===== src/rtl/arb_pkg.sv =====
package arb_pkg;

    typedef enum logic [1:0] {
        S_IDLE  = 2'd0,
        S_PARK  = 2'd1,
        S_HOLD  = 2'd2,
        S_BURST = 2'd3
    } arb_state_e;

    typedef enum logic [1:0] {
        DP_NONE  = 2'd0,
        DP_LAST  = 2'd1,
        DP_FIXED = 2'd2,
        DP_RSVD  = 2'd3
    } dflt_pol_e;

endpackage


===== src/rtl/arb_prio_pick.sv =====
module arb_prio_pick #(
    parameter int N  = 11,
    parameter int PW = 2,
    parameter int IW = 4
) (
    input  logic [N-1:0]    req,
    input  logic [N*PW-1:0] prio,
    output logic [IW-1:0]   win_idx
);
    // highest priority wins; strict compare keeps the lowest index on ties
    always_comb begin
        logic [PW-1:0] best;
        logic          found;
        best    = '0;
        found   = 1'b0;
        win_idx = '0;
        for (int i = 0; i < N; i++) begin
            if (req[i] && (!found || prio[i*PW +: PW] > best)) begin
                best    = prio[i*PW +: PW];
                found   = 1'b1;
                win_idx = IW'(i);
            end
        end
    end
endmodule


===== src/rtl/arb_rr_pick.sv =====
module arb_rr_pick #(
    parameter int N  = 11,
    parameter int IW = 4
) (
    input  logic [N-1:0]  req,
    input  logic [IW-1:0] last_idx,
    output logic [IW-1:0] win_idx
);
    // search begins one past the last winner and wraps modulo N
    always_comb begin
        logic found;
        int   c;
        found   = 1'b0;
        win_idx = '0;
        for (int k = 1; k <= N; k++) begin
            c = int'(last_idx) + k;
            if (c >= N) c = c - N;
            if (!found && req[c]) begin
                found   = 1'b1;
                win_idx = IW'(c);
            end
        end
    end
endmodule


===== src/rtl/arb_slot_timer.sv =====
module arb_slot_timer #(
    parameter int SW = 8
) (
    input  logic          clk,
    input  logic          rst_n,
    input  logic [SW-1:0] lim,
    input  logic          load,
    input  logic          beat,
    output logic          expire
);
    logic [SW-1:0] cnt_q;

    always_ff @(posedge clk or negedge rst_n) begin
        if (!rst_n)
            cnt_q <= '0;
        else if (load)
            cnt_q <= lim;
        else if (beat && cnt_q != '0)
            cnt_q <= cnt_q - 1'b1;
    end

    // last permitted beat of the tenure is being accepted now
    assign expire = (lim != '0) && beat && (cnt_q == SW'(1));
endmodule


===== src/rtl/bus_slot_arbiter.sv =====
module bus_slot_arbiter
    import arb_pkg::*;
#(
    parameter int N  = 11,
    parameter int PW = 2,
    parameter int SW = 8,
    localparam int IW = (N > 1) ? $clog2(N) : 1
) (
    input  logic            clk,
    input  logic            rst_n,
    input  logic            cfg_rr_mode,
    input  logic [1:0]      cfg_dflt_pol,
    input  logic [IW-1:0]   cfg_dflt_idx,
    input  logic [N*PW-1:0] cfg_prio,
    input  logic [SW-1:0]   cfg_slot_lim,
    input  logic [N-1:0]    m_req,
    input  logic [N-1:0]    m_bst_first,
    input  logic [N-1:0]    m_bst_last,
    input  logic [N-1:0]    m_xfer_ok,
    output logic [N-1:0]    gnt,
    output logic [IW-1:0]   gnt_idx
);

    arb_state_e    st_q, st_d;
    logic [IW-1:0] own_q, own_d;
    logic [IW-1:0] last_q, last_d;
    logic          have_last_q, have_last_d;

    logic [IW-1:0] pr_win, rr_win, win;
    logic          any_req, own_req, acc, own_first, own_last;
    logic          opens, rearb, slot_expire, dflt_ok;
    dflt_pol_e     pol;

    // ---------------- candidate pickers ----------------
    arb_prio_pick #(.N(N), .PW(PW), .IW(IW)) u_prio (
        .req     (m_req),
        .prio    (cfg_prio),
        .win_idx (pr_win)
    );

    arb_rr_pick #(.N(N), .IW(IW)) u_rr (
        .req      (m_req),
        .last_idx (last_q),
        .win_idx  (rr_win)
    );

    assign win     = cfg_rr_mode ? rr_win : pr_win;
    assign any_req = |m_req;

    // ---------------- owner beat decode ----------------
    assign own_req   = m_req[own_q];
    assign own_first = m_bst_first[own_q];
    assign own_last  = m_bst_last[own_q];
    assign acc       = ((st_q == S_HOLD) || (st_q == S_BURST)) && own_req && m_xfer_ok[own_q];
    assign opens     = acc && own_first && !own_last;
    assign pol       = dflt_pol_e'(cfg_dflt_pol);
    assign dflt_ok   = int'(cfg_dflt_idx) < N;

    // ---------------- slot limit ----------------
    arb_slot_timer #(.SW(SW)) u_slot (
        .clk    (clk),
        .rst_n  (rst_n),
        .lim    (cfg_slot_lim),
        .load   (rearb),
        .beat   (acc),
        .expire (slot_expire)
    );

    // ---------------- arbitration point ----------------
    always_comb begin
        unique case (st_q)
            S_IDLE, S_PARK: rearb = 1'b1;
            S_HOLD:         rearb = !own_req || (acc && (!opens || slot_expire));
            S_BURST:        rearb = !own_req || (acc && (own_last || slot_expire));
            default:        rearb = 1'b1;
        endcase
    end

    // ---------------- next state ----------------
    always_comb begin
        st_d        = st_q;
        own_d       = own_q;
        last_d      = last_q;
        have_last_d = have_last_q;
        if (rearb) begin
            if (any_req) begin
                st_d        = S_HOLD;
                own_d       = win;
                last_d      = win;
                have_last_d = 1'b1;
            end else if (cfg_rr_mode && pol == DP_LAST && have_last_q) begin
                st_d  = S_PARK;
                own_d = last_q;
            end else if (cfg_rr_mode && pol == DP_FIXED && dflt_ok) begin
                st_d  = S_PARK;
                own_d = cfg_dflt_idx;
            end else begin
                st_d  = S_IDLE;
                own_d = '0;
            end
        end else if (st_q == S_HOLD && opens) begin
            st_d = S_BURST;
        end
    end

    // ---------------- state register ----------------
    always_ff @(posedge clk or negedge rst_n) begin
        if (!rst_n) begin
            st_q        <= S_IDLE;
            own_q       <= '0;
            last_q      <= '0;
            have_last_q <= 1'b0;
        end else begin
            st_q        <= st_d;
            own_q       <= own_d;
            last_q      <= last_d;
            have_last_q <= have_last_d;
        end
    end

    // ---------------- outputs ----------------
    always_comb begin
        gnt     = '0;
        gnt_idx = '0;
        if (st_q != S_IDLE) begin
            gnt[own_q] = 1'b1;
            gnt_idx    = own_q;
        end
    end

    // ---------------- assertions ----------------
    a_r2_grant_onehot: assert property (@(posedge clk) disable iff (!rst_n)
        $onehot0(gnt));

    a_r3_grant_to_requester: assert property (@(posedge clk) disable iff (!rst_n)
        (rearb && any_req) |=> ((gnt & $past(m_req)) != '0));

    a_r6_no_park_in_prio: assert property (@(posedge clk) disable iff (!rst_n)
        (!cfg_rr_mode && rearb && !any_req) |=> (gnt == '0));

    a_r8_park_only_when_idle: assert property (@(posedge clk) disable iff (!rst_n)
        (st_q == S_PARK) |-> ($past(m_req) == '0));

    a_r9_hold_without_accept: assert property (@(posedge clk) disable iff (!rst_n)
        (st_q == S_BURST && own_req && !m_xfer_ok[own_q]) |=> ($stable(gnt_idx) && gnt != '0));

    a_r11_expire_is_boundary: assert property (@(posedge clk) disable iff (!rst_n)
        slot_expire |-> rearb);

endmodule


===== config.mk =====
export PLATFORM = sky130hd
export DESIGN_NAME = bus_slot_arbiter
export DESIGN_NICKNAME = d
export VERILOG_FILES = /design/src/rtl/arb_pkg.sv /design/src/rtl/arb_prio_pick.sv /design/src/rtl/arb_rr_pick.sv /design/src/rtl/arb_slot_timer.sv /design/src/rtl/bus_slot_arbiter.sv
export SDC_FILE = /design/constraint.sdc
export NUM_CORES = 1
export LEC_CHECK = 0
export ABC_CLOCK_PERIOD_IN_PS = 4900
export BUFFER_PORTS_ARGS = -buffer_cell sky130_fd_sc_hd__buf_2
export CORE_ASPECT_RATIO = 1.75
export CORE_MARGIN = 2
export CORE_UTILIZATION = 45
export DETAILED_ROUTE_END_ITERATION = 6
export PLACE_DENSITY = 0.64
export SLEW_MARGIN = 40
export SYNTH_ARGS = -nofsm -noshare
export SYNTH_HDL_FRONTEND = slang
export SYNTH_SLANG_ARGS = --single-unit

===== constraint.sdc =====
create_clock -name clk -period 4.9 [get_ports clk]
set_input_delay 0.245 -clock clk [delete_from_list [all_inputs] [get_ports clk]]
set_output_delay 0.245 -clock clk [all_outputs]
set_load 0.02 [all_outputs]

==> results of run 1 <==
[layer usage]
| metal | vias to the layer above | routed length, um | GRT usage (%) |
|---|---|---|---|
| li1 | 4191 | - | - |
| met1 | 4233 | 10700 | 37.4 |
| met2 | 457 | 14500 | 58.1 |
| met3 | 172 | 2070 | 3.86 |
| met4 | 0 | 2630 | 24.9 |
| met5 | - | 0 | 0 |
[through the flow]
stage | hold WS [ns] | util [%] | setup TNS, ns
after global routing | 0.241 | 56.0 | -50.22
final | 0.226 | 56.0 | -45.97
after floorplan | -0.0506 | - | -49.09
after global placement | 0.205 | 53.0 | -49.54
after detailed placement | 0.211 | 53.0 | -52.08
after CTS | 0.223 | 54.9 | -45.23
[critical path, delay by kind of cell]
| kind | cells | cell delay (ns) |
|---|---|---|
| AO/OA/AOI/OAI | 30 | 4.01 |
| AND/OR/NAND/NOR | 18 | 2.30 |
| buffers and inverters | 4 | 0.31 |
| adder cells (fa/ha/maj) | 11 | 3.00 |
| multiplexers | 3 | 0.96 |
[sequential cells by signal, summed over array words and instances, names as in the netlist]
register      cells
last_q            4
u_slot.cnt_q      8
st_q              2
own_q             4
have_last_q       1
[timing repair]
action / CTS / global route
hold endpoints to repair: 19 / 0
setup buffers: 18 / 7
pin swaps: 45 / 5
gates resized for setup: 16 / 30
hold buffers: 1 / 0
setup endpoints to repair: 8 / 8
[final cells by class]
cell class | instances | share of cell area, %
clock buffers | 3 | 0.849
clock inverters | 1 | 0.0566
inverters | 41 | 1.74
multi-input cells | 892 | 73.5
repair buffers | 212 | 15.8
flip-flops and latches | 19 | 5.39
well taps | 189 | 2.67
[kinds of logic (layout without fill, tap and decap cells)]
kind of cell | Yosys count | after routing | share of synthesized area, %
XOR/XNOR | 34 | 34 | 4.54
buffers and inverters | 123 | 257 | 7.93
multiplexers | 68 | 68 | 11.8
AO/OA/AOI/OAI | 369 | 369 | 36.4
flip-flops | 19 | 19 | 6.59
AND/OR/NAND/NOR | 390 | 390 | 27.3
adder cells (fa/ha/maj) | 31 | 31 | 5.45
[path summary, 6_finish.rpt]
check / from / depth (start not counted) / to
min in group asynchronous: rst_n / 2 / u_slot.cnt_q[5]$_DFFE_PN0P_
min reg2reg: have_last_q$_DFFE_PN0P_ / 1 / have_last_q$_DFFE_PN0P_
max in group asynchronous: rst_n / 2 / last_q[0]$_DFFE_PN0P_
max: cfg_prio[1] / 66 / last_q[0]$_DFFE_PN0P_
max reg2reg: last_q[1]$_DFFE_PN0P_ / 14 / own_q[1]$_DFFE_PN0P_
min: cfg_slot_lim[7] / 3 / u_slot.cnt_q[7]$_DFFE_PN0P_
[placed cells by master, fill, tap and decap left out, types with 9 or more instances in the layout]
cell type | netlist | routed
sky130_fd_sc_hd__a211o_1 | 9 | 9
sky130_fd_sc_hd__a211oi_1 | 19 | 19
sky130_fd_sc_hd__a21o_1 | 14 | 14
sky130_fd_sc_hd__a21oi_1 | 72 | 66
sky130_fd_sc_hd__a31oi_1 | 12 | 11
sky130_fd_sc_hd__and3_1 | 12 | 11
sky130_fd_sc_hd__buf_2 | 22 | 93
sky130_fd_sc_hd__buf_4 | 8 | 112
sky130_fd_sc_hd__dfrtp_1 | 19 | 18
sky130_fd_sc_hd__ha_1 | 29 | 21
sky130_fd_sc_hd__inv_1 | 39 | 37
sky130_fd_sc_hd__mux2_2 | 14 | 10
sky130_fd_sc_hd__mux2i_1 | 41 | 40
sky130_fd_sc_hd__mux4_2 | 12 | 12
sky130_fd_sc_hd__nand2_1 | 98 | 95
sky130_fd_sc_hd__nand2b_1 | 19 | 19
sky130_fd_sc_hd__nand3_1 | 37 | 37
sky130_fd_sc_hd__nor2_1 | 93 | 86
sky130_fd_sc_hd__nor2b_1 | 14 | 11
sky130_fd_sc_hd__nor3_1 | 31 | 29
sky130_fd_sc_hd__o211ai_1 | 15 | 15
sky130_fd_sc_hd__o21a_1 | 10 | 10
sky130_fd_sc_hd__o21ai_0 | 68 | 55
sky130_fd_sc_hd__o21ai_1 | 7 | 13
sky130_fd_sc_hd__o221ai_1 | 12 | 12
sky130_fd_sc_hd__o22ai_1 | 18 | 18
sky130_fd_sc_hd__o31ai_1 | 13 | 10
sky130_fd_sc_hd__or3_1 | 15 | 13
sky130_fd_sc_hd__xnor2_1 | 26 | 26
==> metrics.txt, run 1 <==
# TYPE chip_impl_metric gauge
chip_impl_info{name="run_status",value="finished with violations"} 1
chip_impl_info{name="violations",value="setup timing"} 1
chip_impl_metric{name="flip_flop_and_latch_count_after_synthesis",unit=""} 19
chip_impl_metric{name="syn_inst",unit=""} 1034
chip_impl_metric{name="worst_slew_pin_slew",unit="ns"} 0.858
chip_impl_metric{name="finClkSkew",unit="ns"} 0.00641
chip_impl_metric{name="antenna-diode-count",unit=""} 0
chip_impl_info{name="hold_class",value="primary input to flop"} 1
chip_impl_metric{name="layout.cells.non_filler",unit=""} 1357
chip_impl_metric{name="synth.yosys.warnings",unit=""} 0
chip_impl_metric{name="detailed_place_hpwl",unit="um"} 22400
chip_impl_info{name="critical_path.endpoint_type",value="flop"} 1
chip_impl_metric{name="top_level_ports",unit=""} 98
chip_impl_metric{name="floorplan.initialDensity",unit="%"} 45.7
chip_impl_metric{name="number_of_violations_reported_at_the_end_of_detailed_routing_iteration_0",unit=""} 686
chip_impl_info{name="grt_setup_unrepaired",value="true"} 1
chip_impl_metric{name="count_of_flip_flops_with_a_built_in_enable_after_synthesis",unit=""} 0
chip_impl_metric{name="detail_route.wirelength",unit="um"} 29900
chip_impl_metric{name="synthesis.area_per_instance",unit="um2"} 6.98
chip_impl_metric{name="slew_headroom",unit="%"} 42.7
chip_impl_metric{name="seqCellArea",unit="um2"} 477
chip_impl_metric{name="antenna_violating_nets_post_route",unit=""} 0
chip_impl_metric{name="dr_total_vias",unit=""} 9053
chip_impl_metric{name="global_route.usage.total",unit="%"} 33.6
chip_impl_metric{name="h-tree-depth",unit=""} 1
chip_impl_metric{name="overflow",unit=""} 0
chip_impl_metric{name="fin_ws",unit="ns"} -5.84
chip_impl_info{name="synth_top_cells_by_count",value="sky130_fd_sc_hd__nand2_1 (98), sky130_fd_sc_hd__nor2_1 (93), sky130_fd_sc_hd__a21oi_1 (72)"} 1
chip_impl_metric{name="grt_max_degree",unit=""} 70
chip_impl_metric{name="cts_max_path_buffers",unit=""} 2
chip_impl_metric{name="placed_cells",unit=""} 1327
chip_impl_metric{name="numCtsBuffers",unit=""} 3
chip_impl_metric{name="fin_crit_sh",unit="%"} 219
chip_impl_metric{name="design.die.area",unit="um2"} 17100
chip_impl_info{name="synthMostInstantiatedCell",value="sky130_fd_sc_hd__nand2_1"} 1
chip_impl_metric{name="netlist_area",unit="um2"} 7210
chip_impl_metric{name="multi_input_area",unit="um2"} 6500
chip_impl_metric{name="detail_route.first_pass.iterations",unit=""} 5
chip_impl_metric{name="synthesis.nets",unit=""} 1147
chip_impl_info{name="ys.flop_type",value="sky130_fd_sc_hd__dfrtp_1"} 1
chip_impl_metric{name="max_clock_freq",unit="MHz"} 93.1
chip_impl_info{name="cts_root_buf",value="sky130_fd_sc_hd__clkbuf_16"} 1
chip_impl_metric{name="floorplan.die.height",unit="um"} 172
chip_impl_metric{name="setup-violations-final",unit=""} 8
chip_impl_metric{name="port_buffers",unit=""} 97
chip_impl_info{name="post_synth_top_area_cell",value="sky130_fd_sc_hd__dfrtp_1"} 1
chip_impl_metric{name="postPlaceCellArea",unit="um2"} 8370
chip_impl_metric{name="timing.max_cap.violations",unit=""} 0
chip_impl_metric{name="avgViaCountPerCell",unit=""} 6.67
chip_impl_metric{name="detail_route.drc_violations",unit=""} 0
chip_impl_info{name="most_frequent_cell_on_critical_path",value="sky130_fd_sc_hd__o21ai_2"} 1
chip_impl_metric{name="count_of_fill_cells_added_during_filler_insertion",unit=""} 1597
chip_impl_metric{name="clock-sinks",unit=""} 19
chip_impl_metric{name="synth_cell_type_count",unit=""} 106
chip_impl_metric{name="cpPeakStageDelay",unit="ns"} 0.39
chip_impl_metric{name="worst-path-max-fanout",unit=""} 3
chip_impl_metric{name="share_of_synthesized_flip_flops_with_an_asynchronous_set_or_reset",unit="%"} 100
chip_impl_info{name="top_area_cells_in_the_synthesized_netlist",value="sky130_fd_sc_hd__dfrtp_1 (6.6%), sky130_fd_sc_hd__mux2i_1 (5.7%), sky130_fd_sc_hd__nand2_1 (5.1%)"} 1
chip_impl_metric{name="route.detailed.wl_per_inst",unit="um"} 22.0
chip_impl_metric{name="grt_antenna_before_repair",unit=""} 0
chip_impl_metric{name="nets_finish",unit=""} 1282
chip_impl_metric{name="r2r_setup_slack",unit="ns"} 0.19
chip_impl_metric{name="timing.final.hold_violations",unit=""} 0
chip_impl_info{name="timing.setup.critical_path_class",value="primary input to flop"} 1
chip_impl_metric{name="crit_required",unit="ns"} 5.02
chip_impl_metric{name="synth.top_cell.area_share",unit="%"} 6.59
chip_impl_metric{name="syn_to_final_growth",unit="%"} 22.6
chip_impl_metric{name="final_area",unit="um2"} 8840
chip_impl_info{name="cts_tree",value="built"} 1
chip_impl_metric{name="drive_gt1_share",unit="%"} 28.9
chip_impl_info{name="timing.critical_path.slowest_stage_cell",value="sky130_fd_sc_hd__or3_4"} 1
chip_impl_metric{name="yosysSeqAreaShare",unit="%"} 6.59
chip_impl_metric{name="die_width",unit="um"} 99.7
chip_impl_metric{name="global_route_wire_length_before_repair",unit="um"} 45600
chip_impl_metric{name="clock_latency",unit="ns"} 0.25
chip_impl_metric{name="place_congestion",unit=""} 1.07
chip_impl_metric{name="dp_worst_setup_slack",unit="ns"} -6.57
chip_impl_metric{name="min_period",unit="ns"} 10.74
chip_impl_metric{name="maxSlewViolCount",unit=""} 0
chip_impl_metric{name="grt_pass1_vias",unit=""} 8643
chip_impl_metric{name="clk_transition_reported_paths",unit="ns"} 0.06
chip_impl_info{name="start_kind",value="primary input"} 1
chip_impl_metric{name="worst_ep_arrival_time",unit="ns"} 10.85
chip_impl_metric{name="std_cell_rows",unit=""} 61
chip_impl_metric{name="core-area",unit="um2"} 15800
Power of run 1 is not shown: default switching activity piles up to over one toggle a cycle in this logic, so the estimate is an artifact.
==> run 2: changes to the inputs <==
CORE_MARGIN = 1   (was 2)
==> metrics.txt, run 2 (synthesis results as in run 1) <==
# TYPE chip_impl_metric gauge
chip_impl_info{name="run_status",value="finished with violations"} 1
chip_impl_info{name="violations",value="DRC, setup timing"} 1
chip_impl_metric{name="overflow",unit=""} 0
chip_impl_info{name="most_common_cell_after_layout_fill_and_taps_aside",value="sky130_fd_sc_hd__buf_4"} 1
chip_impl_metric{name="clock-sinks",unit=""} 19
chip_impl_metric{name="number_of_violations_reported_at_the_end_of_detailed_routing_iteration_0",unit=""} 1058
chip_impl_info{name="timing.critical_path.slowest_stage_cell",value="sky130_fd_sc_hd__or3_4"} 1
chip_impl_metric{name="floorplan.initialDensity",unit="%"} 46.4
chip_impl_metric{name="max_clock_freq",unit="MHz"} 92.7
chip_impl_info{name="grt_setup_unrepaired",value="true"} 1
chip_impl_info{name="largest_registers",value="u_slot.cnt_q: 8 flops, last_q: 4 flops, own_q: 4 flops"} 1
chip_impl_metric{name="worst-path-max-fanout",unit=""} 3
chip_impl_metric{name="place_congestion",unit=""} 1.00
chip_impl_metric{name="maxSlewViolCount",unit=""} 0
chip_impl_metric{name="min_period",unit="ns"} 10.78
chip_impl_metric{name="std_cell_rows",unit=""} 60
chip_impl_metric{name="fin_crit_sh",unit="%"} 220
chip_impl_metric{name="detail_route.first_pass.iterations",unit=""} 7
chip_impl_metric{name="grt_max_degree",unit=""} 36
chip_impl_info{name="hold_class",value="primary input to flop"} 1
chip_impl_metric{name="design.die.area",unit="um2"} 16600
chip_impl_metric{name="slew_headroom",unit="%"} 48.3
chip_impl_metric{name="route.detailed.wl_per_inst",unit="um"} 22.3
chip_impl_metric{name="nets_finish",unit=""} 1286
chip_impl_info{name="commonest_cells_after_routing_fill_and_taps_aside",value="sky130_fd_sc_hd__buf_4 (116), sky130_fd_sc_hd__buf_2 (95), sky130_fd_sc_hd__nand2_1 (93)"} 1
chip_impl_metric{name="die_width",unit="um"} 97.7
chip_impl_metric{name="crit_required",unit="ns"} 5.02
chip_impl_metric{name="antenna_violating_nets_post_route",unit=""} 0
chip_impl_metric{name="fin_ws",unit="ns"} -5.88
chip_impl_metric{name="antenna-diode-count",unit=""} 0
chip_impl_metric{name="count_of_fill_cells_added_during_filler_insertion",unit=""} 1554
chip_impl_metric{name="worstHoldPathCells",unit=""} 3
chip_impl_metric{name="setup-violations-final",unit=""} 8
chip_impl_metric{name="detail_route.drc_violations",unit=""} 16
chip_impl_metric{name="numCtsBuffers",unit=""} 3
chip_impl_info{name="most_frequent_cell_on_critical_path",value="sky130_fd_sc_hd__ha_4"} 1
chip_impl_metric{name="timing.max_cap.violations",unit=""} 0
chip_impl_info{name="critical_path.endpoint_type",value="flop"} 1
chip_impl_info{name="timing.setup.critical_path_class",value="primary input to flop"} 1
chip_impl_metric{name="setup_total_negative_slack",unit="ns"} -46.78
chip_impl_metric{name="detail_route.wirelength",unit="um"} 30300
chip_impl_info{name="start_kind",value="primary input"} 1
chip_impl_info{name="worstHoldStart",value="cfg_slot_lim[0]"} 1
chip_impl_metric{name="clk_transition_reported_paths",unit="ns"} 0.05
chip_impl_metric{name="clock_latency",unit="ns"} 0.25
chip_impl_info{name="cts_root_buf",value="sky130_fd_sc_hd__clkbuf_16"} 1
chip_impl_metric{name="cpPeakStageDelay",unit="ns"} 0.38
chip_impl_info{name="worstReg2RegEnd",value="own_q[1]$_DFFE_PN0P_"} 1
chip_impl_metric{name="detailed_place_hpwl",unit="um"} 22600
chip_impl_metric{name="h-tree-depth",unit=""} 1
chip_impl_info{name="largest_register",value="u_slot.cnt_q"} 1
chip_impl_metric{name="global_route_wire_length_before_repair",unit="um"} 46800
chip_impl_metric{name="syn_to_final_growth",unit="%"} 23.3
chip_impl_metric{name="worst_slew_pin_slew",unit="ns"} 0.775
chip_impl_metric{name="core-area",unit="um2"} 15500
chip_impl_metric{name="grt_antenna_before_repair",unit=""} 0
chip_impl_metric{name="dr_total_vias",unit=""} 9197
chip_impl_metric{name="finClkSkew",unit="ns"} 0.00390
chip_impl_metric{name="top_level_ports",unit=""} 98
chip_impl_metric{name="drive_gt1_share",unit="%"} 29.2
chip_impl_info{name="cts_tree",value="built"} 1
chip_impl_metric{name="grt_pass1_vias",unit=""} 8790
chip_impl_metric{name="avgViaCountPerCell",unit=""} 6.77
chip_impl_metric{name="timing.final.hold_violations",unit=""} 0
chip_impl_metric{name="ff2ff_path_depth",unit=""} 15
chip_impl_metric{name="r2r_setup_slack",unit="ns"} 0.32
chip_impl_metric{name="port_buffers",unit=""} 97
chip_impl_metric{name="worst_ep_arrival_time",unit="ns"} 10.90
chip_impl_metric{name="global_route.usage.total",unit="%"} 35.7
chip_impl_info{name="min_to",value="u_slot.cnt_q[0]$_DFFE_PN0P_"} 1
chip_impl_metric{name="cts_max_path_buffers",unit=""} 2
chip_impl_metric{name="floorplan.die.height",unit="um"} 170
chip_impl_info{name="regToRegStartpoint",value="last_q[2]$_DFFE_PN0P_"} 1
chip_impl_metric{name="largest_reg_flops",unit=""} 8
run 2: worst max-delay path by stage:
stage,from,end,slack [ns]
2_1_floorplan,m_req[0],last_q[0]$_DFFE_PN0P_,-6.18
3_3_place_gp,m_req[0],own_q[3]$_DFFE_PN0P_,-6.20
3_5_place_dp,m_req[0],own_q[3]$_DFFE_PN0P_,-6.54
4_1_cts,m_req[0],last_q[0]$_DFFE_PN0P_,-5.78
5_1_grt,m_req[0],last_q[0]$_DFFE_PN0P_,-6.39
6_report,m_req[0],last_q[0]$_DFFE_PN0P_,-5.88
run 2: cell type report:
type,instances,area (um2),area share (%)
multi-input combinational,892,6530,73.5
sequential,19,478,5.37
inverter,41,154,1.73
clock inverter,1,5.00,0.0563
clock buffer,3,75.1,0.844
tap,186,233,2.62
timing repair buffer,216,1410,15.9
run 2: worst max-delay path: cells and delay by family:
family                     cells  cell delay, ns
AOI/OAI and AO/OA             29            3.92
adders and majority gates     11            2.84
and+or+nand+nor               18            2.22
muxes                          4            1.24
buffers and inverters          4            0.41
run 2: what timing repair did:
item,CTS,global route
endpoints found under the hold margin,19,0
setup endpoints to repair,8,8
resized for setup,13,30
pin swaps,53,8
setup buffers,11,10
hold buffers,1,0
run 2: metal layers:
| metal | wire [um] | track usage, % | vias up |
|---|---|---|---|
| met2 | 15100 | 62.9 | 508 |
| met4 | 1970 | 21.1 | 0 |
| met1 | 10900 | 41.9 | 4339 |
| met3 | 2420 | 3.38 | 144 |
| met5 | 0 | 0 | - |
| li1 | - | - | 4206 |
run 2: per-stage QoR:
step	instance area (um2)	hold WS, ns	worst slack (ns)	std cells	utilization, %
global placement	8430	0.209	-6.20	1332	54.2
detailed placement	8430	0.207	-6.54	1332	54.2
floorplan	7410	-0.0506	-6.18	1034	-
CTS	8660	0.226	-5.78	1348	55.7
global route	8890	0.240	-6.39	1358	57.2
finish	8890	0.225	-5.88	1358	57.2
Power of run 2 is left out for the same reason.
==> run 3: changes to the inputs <==
SKIP_CTS_REPAIR_TIMING = 1   (was not set)
SYNTH_HIERARCHICAL = 1   (was not set)
==> metrics.txt, run 3 <==
# TYPE chip_impl_metric gauge
chip_impl_metric{name="overflow",unit=""} 0
chip_impl_metric{name="count_of_flip_flops_with_a_built_in_enable_after_synthesis",unit=""} 0
chip_impl_metric{name="met1_usage",unit="%"} 35.8
chip_impl_metric{name="yosysSeqAreaShare",unit="%"} 6.57
chip_impl_metric{name="synth.top_cell.area_share",unit="%"} 6.57
chip_impl_info{name="largest_registers",value="u_slot/cnt_q: 8 flops, last_q: 4 flops, own_q: 4 flops"} 1
chip_impl_metric{name="multi_input_area",unit="um2"} 6550
chip_impl_metric{name="drive_gt1_share",unit="%"} 35.0
chip_impl_metric{name="antenna-diode-count",unit=""} 0
chip_impl_metric{name="r2r_setup_slack",unit="ns"} -0.49
chip_impl_metric{name="placed_cells",unit=""} 1374
chip_impl_metric{name="detail_route.wirelength",unit="um"} 31500
chip_impl_metric{name="clock-sinks",unit=""} 19
chip_impl_metric{name="floorplan.die.height",unit="um"} 170
chip_impl_info{name="most_frequent_cell_on_critical_path",value="sky130_fd_sc_hd__ha_4"} 1
chip_impl_metric{name="place_congestion",unit=""} 1.09
chip_impl_metric{name="dr_total_vias",unit=""} 9181
chip_impl_metric{name="synthesis.nets",unit=""} 1111
chip_impl_metric{name="synth_cell_type_count",unit=""} 118
chip_impl_metric{name="maxSlewViolCount",unit=""} 0
chip_impl_metric{name="cts_max_path_buffers",unit=""} 2
chip_impl_metric{name="detail_route.first_pass.iterations",unit=""} 7
chip_impl_info{name="ys.flop_type",value="sky130_fd_sc_hd__dfrtp_1"} 1
chip_impl_metric{name="largest_reg_flops",unit=""} 8
chip_impl_metric{name="crit_required",unit="ns"} 5.03
chip_impl_info{name="synthMostInstantiatedCell",value="sky130_fd_sc_hd__nor2_1"} 1
chip_impl_metric{name="fin_crit_sh",unit="%"} 223
chip_impl_metric{name="nets_finish",unit=""} 1310
chip_impl_metric{name="avgViaCountPerCell",unit=""} 6.64
chip_impl_info{name="hold_class",value="primary input to flop"} 1
chip_impl_info{name="cts_tree",value="built"} 1
chip_impl_metric{name="syn_inst",unit=""} 996
chip_impl_info{name="timing.critical_path.slowest_stage_cell",value="sky130_fd_sc_hd__or3_1"} 1
chip_impl_info{name="top_area_cells_in_the_synthesized_netlist",value="sky130_fd_sc_hd__dfrtp_1 (6.6%), sky130_fd_sc_hd__mux2i_1 (5.8%), sky130_fd_sc_hd__ha_1 (5.5%)"} 1
chip_impl_metric{name="slew_headroom",unit="%"} 51.3
chip_impl_metric{name="synthesis.area_per_instance",unit="um2"} 7.27
chip_impl_metric{name="design.die.area",unit="um2"} 16600
chip_impl_metric{name="grt_antenna_before_repair",unit=""} 0
chip_impl_metric{name="seqCellArea",unit="um2"} 477
chip_impl_metric{name="std_cell_rows",unit=""} 61
chip_impl_info{name="largest_register",value="u_slot/cnt_q"} 1
chip_impl_metric{name="worst_ep_arrival_time",unit="ns"} 11.08
chip_impl_metric{name="grt_util_met3",unit="%"} 4.19
chip_impl_metric{name="synth.yosys.warnings",unit=""} 6
chip_impl_info{name="post_synth_top_area_cell",value="sky130_fd_sc_hd__dfrtp_1"} 1
chip_impl_metric{name="die_width",unit="um"} 97.9
chip_impl_metric{name="count_of_fill_cells_added_during_filler_insertion",unit=""} 1557
chip_impl_metric{name="grt_pass1_vias",unit=""} 9068
chip_impl_info{name="synth_top_cells_by_count",value="sky130_fd_sc_hd__nor2_1 (87), sky130_fd_sc_hd__nand2_1 (82), sky130_fd_sc_hd__o21ai_0 (63)"} 1
chip_impl_metric{name="route.detailed.wl_per_inst",unit="um"} 22.8
chip_impl_metric{name="numCtsBuffers",unit=""} 3
chip_impl_metric{name="grtUsageMet2",unit="%"} 67.8
chip_impl_metric{name="clk_transition_reported_paths",unit="ns"} 0.05
chip_impl_metric{name="finClkSkew",unit="ns"} 0.00173
chip_impl_metric{name="share_of_synthesized_flip_flops_with_an_asynchronous_set_or_reset",unit="%"} 100
chip_impl_metric{name="flip_flop_and_latch_count_after_synthesis",unit=""} 19
chip_impl_metric{name="fin_ws",unit="ns"} -6.05
chip_impl_metric{name="cpPeakStageDelay",unit="ns"} 0.38
chip_impl_metric{name="core-area",unit="um2"} 15800
chip_impl_metric{name="clock_latency",unit="ns"} 0.25
chip_impl_metric{name="detail_route.drc_violations",unit=""} 25
chip_impl_metric{name="antenna_violating_nets_post_route",unit=""} 0
chip_impl_metric{name="top_level_ports",unit=""} 98
chip_impl_info{name="timing.setup.critical_path_class",value="primary input to flop"} 1
chip_impl_metric{name="global_route.usage.total",unit="%"} 36.6
chip_impl_info{name="violations",value="DRC, setup timing"} 1
chip_impl_metric{name="detailed_place_hpwl",unit="um"} 24400
chip_impl_metric{name="grt_max_degree",unit=""} 32
chip_impl_info{name="grt_setup_unrepaired",value="true"} 1
chip_impl_metric{name="min_period",unit="ns"} 10.95
chip_impl_metric{name="timing.final.hold_violations",unit=""} 0
chip_impl_metric{name="timing.max_cap.violations",unit=""} 0
chip_impl_metric{name="worst-path-max-fanout",unit=""} 6
chip_impl_metric{name="max_clock_freq",unit="MHz"} 91.3
chip_impl_metric{name="syn_to_final_growth",unit="%"} 28.6
chip_impl_metric{name="h-tree-depth",unit=""} 1
chip_impl_info{name="peak_usage_layer_in_the_global_routing_report",value="met2"} 1
chip_impl_info{name="most_common_cell_after_layout_fill_and_taps_aside",value="sky130_fd_sc_hd__buf_4"} 1
chip_impl_metric{name="netlist_area",unit="um2"} 7240
chip_impl_metric{name="floorplan.initialDensity",unit="%"} 45.8
chip_impl_metric{name="worst_slew_pin_slew",unit="ns"} 0.726
chip_impl_info{name="commonest_cells_after_routing_fill_and_taps_aside",value="sky130_fd_sc_hd__buf_4 (161), sky130_fd_sc_hd__buf_2 (95), sky130_fd_sc_hd__nand2_1 (79), sky130_fd_sc_hd__nor2_1 (79), sky130_fd_sc_hd__o21ai_0 (58)"} 1
chip_impl_metric{name="global_route_wire_length_before_repair",unit="um"} 47400
chip_impl_metric{name="setup_total_negative_slack",unit="ns"} -48.02
chip_impl_metric{name="setup-violations-final",unit=""} 8
chip_impl_metric{name="layout.cells.non_filler",unit=""} 1383
chip_impl_metric{name="number_of_violations_reported_at_the_end_of_detailed_routing_iteration_0",unit=""} 723
chip_impl_info{name="cts_root_buf",value="sky130_fd_sc_hd__clkbuf_16"} 1
chip_impl_info{name="critical_path.endpoint_type",value="flop"} 1
chip_impl_info{name="run_status",value="finished with violations"} 1
chip_impl_metric{name="port_buffers",unit=""} 97
chip_impl_info{name="start_kind",value="primary input"} 1
-- run 3: changes by cell type in the layout (fill, tap and decap cells not counted), moves of 8 or more --
cell,delta
sky130_fd_sc_hd__a21oi_1,-14
sky130_fd_sc_hd__o21ai_1,-8
sky130_fd_sc_hd__a21o_1,-8
sky130_fd_sc_hd__o221ai_1,-8
sky130_fd_sc_hd__buf_4,+45
sky130_fd_sc_hd__nand2_1,-14
-- run 3: cell families (layout without fill, tap and decap cells) --
group	after synthesis	after routing	synth area share, %
AND/OR/NAND/NOR	383	383	28.5
AO/OA/AOI/OAI	346	346	34.7
buffers and inverters	110	308	7.57
multiplexers	75	75	12.7
adder cells (fa/ha/maj)	32	32	5.53
XOR/XNOR	31	31	4.46
flip-flops	19	19	6.57
-- run 3: through the flow --
stage	util, %	setup slack, ns	instance area [um2]	hold slack (ns)
6_report	58.9	-6.05	9310	0.220
5_1_grt	58.9	-6.64	9310	0.252
4_1_cts	57.3	-6.32	9060	-0.0517
3_5_place_dp	56.8	-6.55	8980	0.216
3_3_place_gp	56.8	-6.23	8980	0.210
2_1_floorplan	-	-5.95	7390	-0.0506
-- run 3: cell type report --
cell class              instances  share of cell area (%)
repair buffers                264                    19.5
well taps                     189                    2.54
flip-flops and latches         19                    5.12
inverters                      40                    1.61
multi-input cells             867                    70.3
clock buffers                   4                   0.846
-- run 3: final timing paths --
kind                       cells after the start                          end               startpoint
max in group asynchronous                      2        last_q[0]$_DFFE_PN0P_                    rst_n
min                                            3  u_slot/cnt_q[2]$_DFFE_PN0P_          cfg_slot_lim[2]
max                                           68        last_q[2]$_DFFE_PN0P_                 m_req[0]
max reg2reg                                   16        last_q[1]$_DFFE_PN0P_    last_q[2]$_DFFE_PN0P_
min reg2reg                                    1      have_last_q$_DFFE_PN0P_  have_last_q$_DFFE_PN0P_
min in group asynchronous                      2  u_slot/cnt_q[2]$_DFFE_PN0P_                    rst_n
-- run 3: layer usage --
layer / up-vias / part of all wire, %
met2: 519 / 50
met4: 0 / 9.6
met5: - / 0
met3: 192 / 7.0
li1: 4190 / -
met1: 4280 / 33
-- run 3: worst max-delay path, delay by kind of cell --
kind	cells	cell delay (ns)
compound gates	28	4.35
simple gates	22	2.61
fa+ha+maj	10	2.47
mux	4	1.08
buf+inv	4	0.31
Power of run 3 is left out for the same reason.
